<file path="config.mk">
export PLATFORM = sky130hd
export DESIGN_NAME = sdram_burst_colgen
export DESIGN_NICKNAME = d
export VERILOG_FILES = /design/src/rtl/sdram_colgen_pkg.sv /design/src/rtl/sdram_bl_decode.sv /design/src/rtl/sdram_col_calc.sv /design/src/rtl/sdram_burst_colgen.sv
export SDC_FILE = /design/constraint.sdc
export NUM_CORES = 1
export LEC_CHECK = 0
export CORE_ASPECT_RATIO = 1.4
export CORE_MARGIN = 2
export CORE_UTILIZATION = 40
export CTS_CLUSTER_SIZE = 20
export DETAILED_ROUTE_END_ITERATION = 7
export DONT_BUFFER_PORTS = 1
export PLACE_DENSITY_LB_ADDON = 0.1
export SLEW_MARGIN = 15
export SYNTH_ARGS = -nofsm -noshare
export SYNTH_HDL_FRONTEND = slang
export SYNTH_SLANG_ARGS = --single-unit
</file>
<file path="constraint.sdc">
create_clock -name clk -period 2.2 [get_ports clk]
set_input_delay 0 -clock clk [delete_from_list [all_inputs] [get_ports clk]]
set_output_delay 0 -clock clk [all_outputs]
set_load 0.01 [all_outputs]
</file>
<file path="src/rtl/sdram_colgen_pkg.sv">
package sdram_colgen_pkg;
    localparam int COL_W  = 9;
    localparam int CODE_W = 3;

    typedef logic [COL_W-1:0] col_t;

    typedef struct packed {
        col_t base;
        col_t idx;
        col_t mask;
        logic il;
        logic full;
        logic valid;
        logic done;
    } colgen_state_t;
endpackage

</file>
<file path="src/rtl/sdram_bl_decode.sv">
module sdram_bl_decode
    import sdram_colgen_pkg::*;
(
    input  logic [CODE_W-1:0] code_i,
    output col_t              mask_o,
    output logic              full_o
);
    always_comb begin
        full_o = 1'b0;
        case (code_i)
            3'b001:  mask_o = col_t'(1);
            3'b010:  mask_o = col_t'(3);
            3'b011:  mask_o = col_t'(7);
            3'b111: begin
                mask_o = '1;
                full_o = 1'b1;
            end
            default: mask_o = '0;
        endcase
    end
endmodule

</file>
<file path="src/rtl/sdram_col_calc.sv">
module sdram_col_calc
    import sdram_colgen_pkg::*;
(
    input  col_t base_i,
    input  col_t idx_i,
    input  col_t mask_i,
    input  logic il_i,
    output col_t col_o
);
    col_t sum;

    always_comb begin
        sum = base_i + idx_i;
        if (il_i) col_o = base_i ^ (idx_i & mask_i);
        else      col_o = (base_i & ~mask_i) | (sum & mask_i);
    end
endmodule

</file>
<file path="src/rtl/sdram_burst_colgen.sv">
module sdram_burst_colgen
    import sdram_colgen_pkg::*;
(
    input  logic              clk,
    input  logic              rst_n,
    input  logic              start_i,
    input  logic [COL_W-1:0]  start_col_i,
    input  logic [CODE_W-1:0] bl_code_i,
    input  logic              wrap_il_i,
    input  logic              term_i,
    output logic [COL_W-1:0]  col_o,
    output logic              valid_o,
    output logic              done_o
);
    colgen_state_t st_d, st_q;
    col_t          dec_mask;
    logic          dec_full;
    col_t          idx_inc;
    logic          active;

    sdram_bl_decode u_dec (
        .code_i (bl_code_i),
        .mask_o (dec_mask),
        .full_o (dec_full)
    );

    sdram_col_calc u_calc (
        .base_i (st_q.base),
        .idx_i  (st_q.idx),
        .mask_i (st_q.mask),
        .il_i   (st_q.il),
        .col_o  (col_o)
    );

    assign idx_inc = st_q.idx + col_t'(1);
    assign active  = st_q.valid & ~st_q.done;

    always_comb begin
        st_d = st_q;
        if (start_i) begin
            st_d.base  = start_col_i;
            st_d.idx   = '0;
            st_d.mask  = dec_mask;
            st_d.full  = dec_full;
            st_d.il    = wrap_il_i & ~dec_full;
            st_d.valid = 1'b1;
            st_d.done  = ~dec_full & (dec_mask == '0);
        end else if (active) begin
            if (term_i) begin
                st_d.valid = 1'b0;
                st_d.done  = 1'b1;
            end else begin
                st_d.idx   = idx_inc;
                st_d.valid = 1'b1;
                st_d.done  = ~st_q.full & (idx_inc == st_q.mask);
            end
        end else begin
            st_d.valid = 1'b0;
            st_d.done  = 1'b0;
        end
    end

    always_ff @(posedge clk) begin
        if (!rst_n) st_q <= '0;
        else        st_q <= st_d;
    end

    assign valid_o = st_q.valid;
    assign done_o  = st_q.done;
endmodule

</file>
==> summary.md <==
| Metric | Value |
|---|---|
| Count of placed standard cells in the final layout, fillers left out | 298 |
| Die footprint | 0.00512 mm² |
| LEAKAGE | between 0.8 and 0.9 nW |
| Worst reg2reg endpoint | done_o |
| Setup clock skew after layout | 0.000769 ns |
| Filler Cell Count | 430 |
| Count of endpoints failing setup in the final report | 0 |
| IO buf count | 0 |
| IR Drop Worst-Case VDD | 0.349 mV |
| Critical Path Sink | col_o[6] |
| Setup repair after global routing missed its margin | true |
| Family of cells with the greatest summed delay on the critical path | compound AO/OA/AOI/OAI gates |
| Placed cell count | 275 |
| CP bufs+invs | 0 |
| Most common library cell in the layout ignoring fill and taps | dfxtp_1 |
| Period utilisation layout | 0.988 |
| Antenna-violating nets left | 0 |
| Area of the core | 0.00446 mm² |
| Post-synth cell types | 50 |
| Antenna Diode Count | 0 |
| Die outline height | 83.9 µm |
| HPWL reported at the end of detailed placement | roughly 3.4 mm |
| Post-layout net count | 265 |
| Number of iterations in the first detailed-routing pass | 4 |
| Maximum frequency from static timing analysis | 460 MHz |
| Relative slew margins | 0.417 |
| Data required time of the worst path | about 2.2 ns |
| Number of enable-type register cells in the synthesized netlist | 0 |
| Register area share after synthesis | 0.275 |
| Number of global-route vias before repair | ~1500 |
| Worst-case clock buffer depth | 2 |
| Syn Area/Cell | 8.40 µm² |
| Ratio of cells with drive above 1 in the final layout | 0.140 |
| Worst endpoint data arrival time | around 2.2 ns |
| Synthesized instance count | 217 |
| Startpoint of the worst setup timing path | st_q[22] |
| Routed wire length | about 4.6 mm |
| Main flop type after synthesis | dfxtp_1 |
| Syn_nets | 245 |
| Overall track demand over capacity in global routing | 0.188 |
| Worst Setup End Kind | output port |
| Critical-path cell with the highest stage delay | a221oi_4 |
| Placed Instance Area | 0.00190 mm² |
| Routed wire length per instance | 15.6 µm |
| Flop-to-flop setup slack | 0.20 ns |
| Number of remaining DRC errors | 0 |
| Clock Sinks | 25 |
| Launch point of the worst hold path | bl_code_i[0] |
| Final-report hold violation count | 0 |
| Global placer's final weighted congestion | around 0.9 |
| Non-Filler Cell Area, Final | 0.00218 mm² |
| Top fanout value on the critical path | 3 |
| Starting density of the core | 0.408 |
| Type of origin of the critical path | flip-flop |
| Total chip power | 0.927 mW |
| Total overflow reported by the global router | 0 |
| Slew at the pin closest to its max-slew limit | 0.872 ns |
| Floorplan die width | 61.1 µm |
| Final count of pins violating max slew | 0 |
| CTS tree | done |
| Clock input transition at the sequential cells of the worst setup and hold paths | 0.09 ns |
| Max Cap Violations | 0 |
| TritonCTS Buffers | 3 |
| Hold Crit Class | input port to flip-flop |
| # IOs | 28 |
| Count of routing violations after the opening detailed-route iteration | 67 |
| Most frequent cells in the layout | dfxtp_1 (22), dlygate4sd3_1 (17), a21oi_1 (16) |
| Tmin final | 2.17 ns |
| Latest clock arrival within the worst-skew pair | 0.27 ns |
| Maximum number of pins on one net before global-route repair | 21 |
| Setup_tns | 0 ns |
| Antenna violations before repair | 0 |
| First-pass GRT wire length | 7.31 mm |
| Worst hold stages | 3 |
| Start of the worst register-to-register path | st_q[13] |
| Async SR Flop Fraction | 0 |
| Number of vias per cell after detailed routing | 5.29 |
| Level count of the clock H-tree | 1 |
| Power per cell area | 426 mW/mm² |
| Chain of cells forming the critical path | ha_4 -> fa_2 -> a21o_1 -> a221oi_4 -> xnor2_1 -> o21ai_1 -> a21oi_2 |
| Synthesis warning total | 0 |
| Run status | finished clean |
| Worst path max stage delay | 0.36 ns |
| Number of cells on the critical path | 7 |
| Total of flip-flops plus latches after synthesis | 25 |
| Standard-cell row count | 29 |
| R2R cell count | 7 |
| Crit Path Class | flip-flop to output port |
| Clk Tree Root Cell | clkbuf_8 |
| Routed vias | 1577 |
| Area added between synthesis and finish | 19.4% |
| Cell area after synthesis | around 0.0018 mm² |
cell families after synthesis:
family | count (synthesis) | share of synthesized area
fa+ha+maj | 11 | 0.0796
xor+xnor | 18 | 0.0947
simple gates | 76 | 0.227
compound gates | 57 | 0.212
buf+inv | 19 | 0.0522
mux | 11 | 0.0604
flops | 25 | 0.275
stage by stage:
step,setup WS (ns),hold slack (ns),util
floorplan,0.250,0.128,-
global placement,0.202,0.123,0.426
detailed placement,0.140,0.125,0.426
CTS,0.0130,0.00604,0.482
global route,-0.0476,0.0569,0.488
finish,0.0269,0.0243,0.488
how the worst min path moves through the flow:
stage          slack [ns]        to
2_1_floorplan        0.13  st_q[30]
3_3_place_gp         0.12   valid_o
3_5_place_dp         0.12   valid_o
4_1_cts             0.006   st_q[5]
5_1_grt              0.06   st_q[4]
6_report             0.02   st_q[3]
Yosys cell counts, drive strengths merged, types with 2 or more instances:
| cell | n | share of area |
|---|---|---|
| a211oi | 2 | 0.0082 |
| a21boi | 4 | 0.016 |
| a21o | 3 | 0.012 |
| a21oi | 17 | 0.047 |
| a221oi | 2 | 0.016 |
| a31oi | 3 | 0.010 |
| and3 | 3 | 0.013 |
| buf | 8 | 0.029 |
| clkbuf | 6 | 0.013 |
| dfxtp | 25 | 0.27 |
| ha | 10 | 0.069 |
| inv | 5 | 0.010 |
| mux2i | 11 | 0.060 |
| nand2 | 10 | 0.021 |
| nand2b | 11 | 0.038 |
| nand3 | 13 | 0.036 |
| nand4 | 5 | 0.017 |
| nor2 | 12 | 0.026 |
| nor2b | 13 | 0.045 |
| o211ai | 4 | 0.016 |
| o21a | 4 | 0.016 |
| o21ai | 9 | 0.025 |
| o31ai | 2 | 0.0082 |
| or3 | 3 | 0.010 |
| xnor2 | 9 | 0.047 |
| xor2 | 9 | 0.047 |
layer usage:
layer	wire (µm)	global-route usage
met5	0	0
met3	141	0.0295
met2	2370	0.303
met4	56	0.0573
met1	2070	0.253
tightest hold or removal path, cell delays in order:
cell and delay (ns):
nand3_1 0.09, nand3_1 0.10, a21boi_1 0.06
sequential cells by signal, indices dropped and copies added (netlist names):
name / flops
valid_o: 1
st_q: 23
done_o: 1
power by group:
group          switching [mW]  internal, mW  total [mW]
sequential             0.0251         0.470       0.495
combinational          0.0770        0.0774       0.154
clock                   0.148         0.130       0.277
total                   0.250         0.677       0.927
layout make-up:
class / instances / area [µm²] / share of cell area
Multi-Input combinational cell: 173 / 1270 / 0.584
Timing Repair Buffer: 29 / 260 / 0.120
Inverter: 5 / 18.8 / 0.00862
Clock buffer: 4 / 45.0 / 0.0207
Sequential cell: 25 / 504 / 0.232
Tap cell: 62 / 77.6 / 0.0356
repair_timing:
item                                    in CTS  in global routing
hold buffers                                16                  1
endpoints found under the setup margin       2                  2
hold endpoints to repair                    16                  1
gates resized for setup                      6                  5
pin swaps                                    6                  7
setup buffers                                2                  0
(Power assumes the default switching activity.)
